==> config.mk <==
export PLATFORM = sky130hd
export DESIGN_NAME = sdram_burst_seq
export DESIGN_NICKNAME = d
export VERILOG_FILES = /design/src/rtl/sbs_pkg.sv /design/src/rtl/sbs_cmd_decode.sv /design/src/rtl/sbs_bank_table.sv /design/src/rtl/sbs_burst_engine.sv /design/src/rtl/sbs_read_pipe.sv /design/src/rtl/sdram_burst_seq.sv
export SDC_FILE = /design/constraint.sdc
export NUM_CORES = 2
export LEC_CHECK = 0
export ABC_CLOCK_PERIOD_IN_PS = 6200
export BUFFER_PORTS_ARGS = -buffer_cell sky130_fd_sc_hd__buf_2
export CAP_MARGIN = 20
export CORE_MARGIN = 4
export CORE_UTILIZATION = 25
export DETAILED_ROUTE_END_ITERATION = 16
export HOLD_SLACK_MARGIN = 0.08
export PLACE_DENSITY_LB_ADDON = 0.12
export SLEW_MARGIN = 20
export SYNTH_ARGS = -nofsm -noshare
export SYNTH_HDL_FRONTEND = slang
export SYNTH_MEMORY_MAX_BITS = 65536
export SYNTH_SLANG_ARGS = --single-unit
==> constraint.sdc <==
create_clock -name clk -period 6.2 [get_ports clk]
set_input_delay 0.93 -clock clk [delete_from_list [all_inputs] [get_ports clk]]
set_output_delay 0.93 -clock clk [all_outputs]
set_load 0.05 [all_outputs]
==> src/rtl/sbs_pkg.sv <==
package sbs_pkg;

    // Default geometry of the modelled device
    localparam int unsigned SBS_BANK_W = 2;
    localparam int unsigned SBS_ROW_W  = 3;
    localparam int unsigned SBS_COL_W  = 4;
    localparam int unsigned SBS_DATA_W = 8;
    localparam int unsigned SBS_ADDR_W = 5;
    localparam int unsigned SBS_MAX_LAT = 3;

    typedef enum logic [2:0] {
        CMD_NOP,
        CMD_OPEN,
        CMD_CLOSE,
        CMD_RD,
        CMD_WR,
        CMD_STOP,
        CMD_MODE,
        CMD_IGNORE
    } sbs_cmd_e;

    typedef struct packed {
        logic [2:0] len_code;
        logic       ilv;
        logic       cl3;
    } sbs_mode_t;

    localparam sbs_mode_t SBS_MODE_RESET = '{len_code: 3'd2, ilv: 1'b0, cl3: 1'b0};

    // Offset mask inside the aligned block for a fixed length code
    function automatic logic [15:0] sbs_len_mask(input logic [2:0] code);
        case (code[1:0])
            2'd0:    return 16'h0000;
            2'd1:    return 16'h0001;
            2'd2:    return 16'h0003;
            default: return 16'h0007;
        endcase
    endfunction

    // Column of beat k
    function automatic logic [15:0] sbs_beat_col(input logic [15:0] start,
                                                 input logic [15:0] k,
                                                 input logic [15:0] mask,
                                                 input logic        ilv,
                                                 input logic        full);
        logic [15:0] off;
        if (full) return start + k;
        off = ilv ? ((start ^ k) & mask) : ((start + k) & mask);
        return (start & ~mask) | off;
    endfunction

endpackage

==> src/rtl/sbs_cmd_decode.sv <==
module sbs_cmd_decode
    import sbs_pkg::*;
(
    input  logic     cs_n,
    input  logic     ras_n,
    input  logic     cas_n,
    input  logic     we_n,
    output sbs_cmd_e cmd
);

    always_comb begin
        if (cs_n) begin
            cmd = CMD_NOP;
        end else begin
            case ({ras_n, cas_n, we_n})
                3'b011:  cmd = CMD_OPEN;
                3'b010:  cmd = CMD_CLOSE;
                3'b101:  cmd = CMD_RD;
                3'b100:  cmd = CMD_WR;
                3'b110:  cmd = CMD_STOP;
                3'b000:  cmd = CMD_MODE;
                3'b001:  cmd = CMD_IGNORE;
                default: cmd = CMD_NOP;
            endcase
        end
    end

endmodule

==> src/rtl/sbs_bank_table.sv <==
module sbs_bank_table
    import sbs_pkg::*;
#(
    parameter int unsigned BANK_W = SBS_BANK_W,
    parameter int unsigned ROW_W  = SBS_ROW_W,
    localparam int unsigned NB    = 1 << BANK_W
) (
    input  logic                clk,
    input  logic                rst,
    input  sbs_cmd_e            cmd,
    input  logic [BANK_W-1:0]   ba,
    input  logic [ROW_W-1:0]    row_in,
    output logic [NB-1:0]       open_o,
    output logic [NB*ROW_W-1:0] rows_o
);

    for (genvar g = 0; g < NB; g++) begin : g_bank
        logic             open_q;
        logic [ROW_W-1:0] row_q;
        logic             hit;

        assign hit = (ba == BANK_W'(g));

        always_ff @(posedge clk) begin
            if (rst) begin
                open_q <= 1'b0;
                row_q  <= '0;
            end else if (hit && cmd == CMD_OPEN) begin
                open_q <= 1'b1;
                row_q  <= row_in;
            end else if (hit && cmd == CMD_CLOSE) begin
                open_q <= 1'b0;
            end
        end

        assign open_o[g]                  = open_q;
        assign rows_o[g*ROW_W +: ROW_W]   = row_q;
    end

endmodule

==> src/rtl/sbs_burst_engine.sv <==
module sbs_burst_engine
    import sbs_pkg::*;
#(
    parameter int unsigned BANK_W = SBS_BANK_W,
    parameter int unsigned ROW_W  = SBS_ROW_W,
    parameter int unsigned COL_W  = SBS_COL_W,
    localparam int unsigned NB    = 1 << BANK_W
) (
    input  logic                clk,
    input  logic                rst,
    input  sbs_cmd_e            cmd,
    input  logic [BANK_W-1:0]   ba,
    input  logic [COL_W-1:0]    col_in,
    input  logic [NB-1:0]       bank_open,
    input  logic [NB*ROW_W-1:0] bank_rows,
    input  sbs_mode_t           mode,
    output logic                beat_v,
    output logic                beat_wr,
    output logic [BANK_W-1:0]   beat_bank,
    output logic [ROW_W-1:0]    beat_row,
    output logic [COL_W-1:0]    beat_col,
    output logic                active,
    output logic                col_reject
);

    typedef struct packed {
        logic              act;
        logic              wr;
        logic [BANK_W-1:0] bank;
        logic [ROW_W-1:0]  row;
        logic [COL_W-1:0]  start;
        logic [COL_W-1:0]  k;
        logic [COL_W-1:0]  mask;
        logic              ilv;
        logic              full;
    } burst_t;

    burst_t      cur_q, src, nxt;
    logic        col_cmd, col_ok, term, last;
    logic [15:0] lmask, col16;

    assign col_cmd    = (cmd == CMD_RD) || (cmd == CMD_WR);
    assign col_ok     = col_cmd && bank_open[ba];
    assign col_reject = col_cmd && !bank_open[ba];
    assign term       = (cmd == CMD_STOP) || (cmd == CMD_CLOSE && ba == cur_q.bank);
    assign lmask      = sbs_len_mask(mode.len_code);

    always_comb begin
        src    = cur_q;
        beat_v = 1'b0;
        if (col_ok) begin
            src.act   = 1'b1;
            src.wr    = (cmd == CMD_WR);
            src.bank  = ba;
            src.row   = bank_rows[ba*ROW_W +: ROW_W];
            src.start = col_in;
            src.k     = '0;
            src.mask  = lmask[COL_W-1:0];
            src.ilv   = mode.ilv;
            src.full  = mode.len_code[2];
            beat_v    = 1'b1;
        end else if (cur_q.act && !term) begin
            beat_v = 1'b1;
        end
        last = !src.full && (src.k == src.mask);
        nxt  = cur_q;
        if (beat_v) begin
            nxt     = src;
            nxt.k   = src.k + 1'b1;
            nxt.act = !last;
        end else begin
            nxt.act = 1'b0;
        end
        col16 = sbs_beat_col(16'(src.start), 16'(src.k), 16'(src.mask), src.ilv, src.full);
    end

    always_ff @(posedge clk) begin
        if (rst) cur_q <= '0;
        else     cur_q <= nxt;
    end

    assign beat_wr   = src.wr;
    assign beat_bank = src.bank;
    assign beat_row  = src.row;
    assign beat_col  = col16[COL_W-1:0];
    assign active    = cur_q.act;

endmodule

==> src/rtl/sbs_read_pipe.sv <==
module sbs_read_pipe
    import sbs_pkg::*;
#(
    parameter int unsigned DATA_W  = SBS_DATA_W,
    parameter int unsigned MAX_LAT = SBS_MAX_LAT
) (
    input  logic              clk,
    input  logic              rst,
    input  logic              in_v,
    input  logic [DATA_W-1:0] in_d,
    input  logic              long_lat,
    output logic              out_v,
    output logic [DATA_W-1:0] out_d,
    output logic              busy
);

    logic [MAX_LAT:1]  v_q;
    logic [DATA_W-1:0] d_q [1:MAX_LAT];
    int unsigned       tap;

    always_ff @(posedge clk) begin
        if (rst) v_q[1] <= 1'b0;
        else     v_q[1] <= in_v;
        d_q[1] <= in_d;
    end

    for (genvar g = 2; g <= MAX_LAT; g++) begin : g_stage
        always_ff @(posedge clk) begin
            if (rst) v_q[g] <= 1'b0;
            else     v_q[g] <= v_q[g-1];
            d_q[g] <= d_q[g-1];
        end
    end

    assign tap   = long_lat ? MAX_LAT : MAX_LAT - 1;
    assign out_v = v_q[tap];
    assign out_d = out_v ? d_q[tap] : '0;
    assign busy  = |v_q;

endmodule

==> src/rtl/sdram_burst_seq.sv <==
module sdram_burst_seq
    import sbs_pkg::*;
#(
    parameter int unsigned BANK_W = SBS_BANK_W,
    parameter int unsigned ROW_W  = SBS_ROW_W,
    parameter int unsigned COL_W  = SBS_COL_W,
    parameter int unsigned DATA_W = SBS_DATA_W,
    parameter int unsigned ADDR_W = SBS_ADDR_W
) (
    input  logic              clk,
    input  logic              rst,
    input  logic              cs_n,
    input  logic              ras_n,
    input  logic              cas_n,
    input  logic              we_n,
    input  logic [BANK_W-1:0] ba,
    input  logic [ADDR_W-1:0] addr,
    input  logic [DATA_W-1:0] dq_in,
    output logic [DATA_W-1:0] dq_out,
    output logic              dq_oe,
    output logic              cmd_err
);

    localparam int unsigned NB     = 1 << BANK_W;
    localparam int unsigned IDX_W  = BANK_W + ROW_W + COL_W;
    localparam int unsigned CELLS  = 1 << IDX_W;

    sbs_cmd_e          cmd_w;
    sbs_mode_t         mode_q;
    logic [NB-1:0]     bank_open;
    logic [NB*ROW_W-1:0] bank_rows;
    logic              beat_v, beat_wr, burst_active, col_reject, pipe_busy;
    logic [BANK_W-1:0] beat_bank;
    logic [ROW_W-1:0]  beat_row;
    logic [COL_W-1:0]  beat_col;
    logic [IDX_W-1:0]  cell_idx;
    logic [DATA_W-1:0] cell_rd;
    logic [DATA_W-1:0] cells_q [CELLS];

    sbs_cmd_decode u_dec (
        .cs_n (cs_n), .ras_n (ras_n), .cas_n (cas_n), .we_n (we_n), .cmd (cmd_w)
    );

    sbs_bank_table #(.BANK_W(BANK_W), .ROW_W(ROW_W)) u_banks (
        .clk (clk), .rst (rst), .cmd (cmd_w), .ba (ba),
        .row_in (addr[ROW_W-1:0]), .open_o (bank_open), .rows_o (bank_rows)
    );

    sbs_burst_engine #(.BANK_W(BANK_W), .ROW_W(ROW_W), .COL_W(COL_W)) u_eng (
        .clk (clk), .rst (rst), .cmd (cmd_w), .ba (ba), .col_in (addr[COL_W-1:0]),
        .bank_open (bank_open), .bank_rows (bank_rows), .mode (mode_q),
        .beat_v (beat_v), .beat_wr (beat_wr), .beat_bank (beat_bank),
        .beat_row (beat_row), .beat_col (beat_col), .active (burst_active),
        .col_reject (col_reject)
    );

    // Cell array: one write port driven by write beats, one read port for read beats
    assign cell_idx = {beat_bank, beat_row, beat_col};
    assign cell_rd  = cells_q[cell_idx];

    always_ff @(posedge clk) begin
        if (beat_v && beat_wr) cells_q[cell_idx] <= dq_in;
    end

    sbs_read_pipe #(.DATA_W(DATA_W), .MAX_LAT(SBS_MAX_LAT)) u_pipe (
        .clk (clk), .rst (rst), .in_v (beat_v && !beat_wr), .in_d (cell_rd),
        .long_lat (mode_q.cl3), .out_v (dq_oe), .out_d (dq_out), .busy (pipe_busy)
    );

    // Mode register: only reloaded when nothing is in flight
    always_ff @(posedge clk) begin
        if (rst) begin
            mode_q <= SBS_MODE_RESET;
        end else if (cmd_w == CMD_MODE && !burst_active && !pipe_busy) begin
            mode_q.len_code <= addr[2:0];
            mode_q.ilv      <= addr[3];
            mode_q.cl3      <= addr[4];
        end
    end

    always_ff @(posedge clk) begin
        if (rst) cmd_err <= 1'b0;
        else     cmd_err <= col_reject;
    end

endmodule

==> impl_metrics.yaml <==
job:
  max_cap_violations: 0
floorplan:
  initial_utilization: 0.251
  core_um2: 654000
  die-area_um2: 668000
  die_height_um: 817
  die_w_um: 817
  rows: 297
  pin_count: 31
global_route:
  grt_max_degree: 165
  grt.busiest_layer: "met2"
  track_usage: 0.187
  met1_usage: 0.261
  grt_util_met2: 0.304
  grt_pass1_vias: 97500
  antenna_found_initial: 67
  grt_use_met3: 0.0283
  grt_overflow: 0
  grt_pass1_wl_um: 868000
cts:
  cts_made_buffers: 467
  insertion_delay_ps: 1070
  path_clk_slew_ps: 60
  cts.path.max_buffers: 4
  clock-sinks: 4166
  post-cts-setup-buffers: 0
  cts_tree: "built"
  cts_max_level: 5
  cts_root_buf: "clkbuf_16"
final_layout:
  final_cell_mix: "4,096 x edfxtp_1, 1,641 x buf_4, 923 x nand2_1"
  final_net_count: 10900
  fill_cells: 63400
  fin_util: 0.313
  area_growth_pct: 25.0
  drive_gt1_frac: 0.302
  multi_input_area_um2: 37000
  seqCellArea_um2: 124000
  layout_commonest_cell: "edfxtp_1"
setup_path:
  crit_buf_inv: 6
  cp.required_ps: 7090
  setup.worst_path.start: "u_banks.g_bank[3].open_q"
  path_cells: "mux4_2 -> buf_4 -> nand2_1 -> nand2_1 -> nand2_1 -> ha_1 -> o21a_1 -> a221o_4 -> nand2_8 -> buf_12 -> buf_12 -> buf_12 -> buf_4 -> mux4_2 -> mux2i_1 -> o22ai_1 -> a211oi_1 -> buf_4 -> o22ai_1 -> or4_1"
  arrival_ps: 6940
  max_stage_delay_ps: 570
  start_kind: "flip-flop"
  worstReg2RegStart: "u_banks.g_bank[3].open_q"
  cp_max_fo: 27
  cp_slowest_cell: "mux4_2"
  crit_path_end_kind: "flip-flop"
  critical_path_class: "flip-flop to flip-flop"
  crit_family: "buffers and inverters"
drt:
  final_antenna_net_count: 0
  drcViolationCount: 0
  vias: 95800
  drtIter0Drc: 9888
  post_drt_wl_per_cell_um: 32.3
  finalWirelength_um: 644000
  vias_per_cell: 4.80
  first_pass_iters: 8
hold_path:
  min_path_type: "input port to flip-flop"
  hold_start: "we_n"
pwr:
  vdd_ir_drop_max_v: 0.000248
  p_per_area_nw_per_um2: 289
  power.total_mw: 59.1
  p_leak_nw: 69.0
status:
  outcome: "finished, final reports clean"
yosys:
  synth_top_cell_area_share: 0.751
  async_flop_share: 0
  synth_nets: 9080
  synth_area_leaders: "edfxtp_1 75%, mux4_2 9.2%, mux2i_1 3.1%, nand2_1 2.1%, nand3_1 1.4%"
  synth_largest_area_cell: "edfxtp_1"
  synth_edf_count: 4096
  ys_seq_elements: 4166
  netlist_area_um2: 164000
  yosys_warnings: 0
  avgSynthCellArea_um2: 18.1
  ys_seq_area_frac: 0.760
  synthFlopType: "edfxtp_1"
  synthCells: 9057
  synth_cell_types: 80
place:
  gp_congestion: 0.819
  dpl.hpwl_um: 432000
  port_buffers: 30
timing:
  fin_skew_ps: 97.7
  holdWs_ps: 189
  final_max_slew_viol_count: 0
  setup_viol: 0
  hold_violations: 0
  worst_pin_slew_ps: 1210
  fin_crit_sh: 0.976
  rsz0062_at_grt: "no"
  fin_crit_ps: 6050
  maxSlewHeadroom: 0.195
  fmax_mhz: 165
==> worst reg2reg max path: stages, from the launching register on <==
cell and delay, ps:
dfxtp_1 320, mux4_2 490, buf_4 150, nand2_1 120, nand2_1 90, nand2_1 110
ha_1 250, o21a_1 140, a221o_4 430, nand2_8 290, buf_12 310, buf_12 300
buf_12 360, buf_4 250, mux4_2 570, mux2i_1 250, o22ai_1 170, a211oi_1 560
buf_4 280, o22ai_1 90, or4_1 390
==> power by group <==
part | internal, mW | switching (mW) | total (mW)
registers | 30.9 | 0.00844 | 30.9
logic | 0.175 | 0.725 | 0.900
clock network | 15.6 | 11.7 | 27.3
==> cells in the mapped netlist, drive strengths merged (8+ instances only) <==
| cell | n |
|---|---|
| a31oi | 60 |
| nor2 | 613 |
| a311oi | 16 |
| a2111oi | 14 |
| a22oi | 144 |
| nor3 | 28 |
| clkbuf | 232 |
| a32oi | 50 |
| nand2 | 928 |
| a221o | 17 |
| dfxtp | 70 |
| nand4 | 17 |
| nor2b | 8 |
| o41ai | 12 |
| edfxtp | 4096 |
| mux4 | 670 |
| o22ai | 50 |
| o211ai | 36 |
| nand3 | 462 |
| a211oi | 44 |
| mux2 | 47 |
| o32ai | 11 |
| a22o | 22 |
| o21ai | 75 |
| and3 | 26 |
| buf | 357 |
| mux2i | 508 |
| a21oi | 201 |
| a221oi | 44 |
| o311a | 15 |
| nor4 | 22 |
| o311ai | 31 |
==> cell type report <==
class,instances,area share
Timing Repair Buffer,1922,0.0856
Inverter,5,0.0000917
Clock inverter,283,0.0125
Sequential cell,4166,0.608
Multi-Input combinational cell,4297,0.181
Tap cell,8671,0.0530
Clock buffer,586,0.0603
Antenna cell,19,0.000232
==> repair_timing <==
action	4_1_cts	5_1_grt
endpoints found under the hold margin	1	0
gates cloned	0	1
pin swaps	0	1
gates resized for setup	8	12
hold buffers	1	0
endpoints found under the setup margin	5	4
==> final timing paths <==
check | endpoint | cells past startpoint | slack, ps
worst max-delay path | u_pipe.d_q[1][6] | 20 | 150
worst max register to register | u_pipe.d_q[1][6] | 20 | 150
worst min register to register | u_pipe.d_q[2][6] | 0 | 290
worst min-delay path | u_eng.cur_q[19] | 2 | 190
==> sequential cells by signal, indices dropped and copies added, names as in the netlist <==
register / flops
u_pipe.v_q: 3
mode_q: 5
u_banks.g_bank.open_q: 4
cells_q: 4096
u_eng.cur_q: 20
u_banks.g_bank.row_q: 12
cmd_err: 1
u_pipe.d_q: 24
u_eng.active: 1
==> routing by layer <==
metal,up-vias,part of all wire
met3,749,0.055
met4,12,0.031
met5,-,0.00012
met2,3079,0.47
met1,51900,0.44
li1,40100,-
==> logic make-up after synthesis <==
group	share of synthesized area
DFF	0.760
muxes	0.126
and+or+nand+nor	0.0552
adders and majority gates	0.000153
AOI/OAI and AO/OA	0.0396
buffers and inverters	0.0184
xor gates and xnor gates	0.000695
==> per-stage QoR <==
| step | cells | instance area, um2 | worst slack, ps | TNS, ps |
|---|---|---|---|---|
| after floorplan | 9057 | 164000 | -136 | -324340 |
| after global placement | 19100 | 190000 | -2370 | -1250510 |
| after detailed placement | 19100 | 190000 | -1560 | -311750 |
| after CTS | 19900 | 205000 | 1.02 | 0 |
| after global routing | 19900 | 205000 | 25.8 | 0 |
| final | 19900 | 205000 | 149 | 0 |
Power figures use the tool's default switching activity.
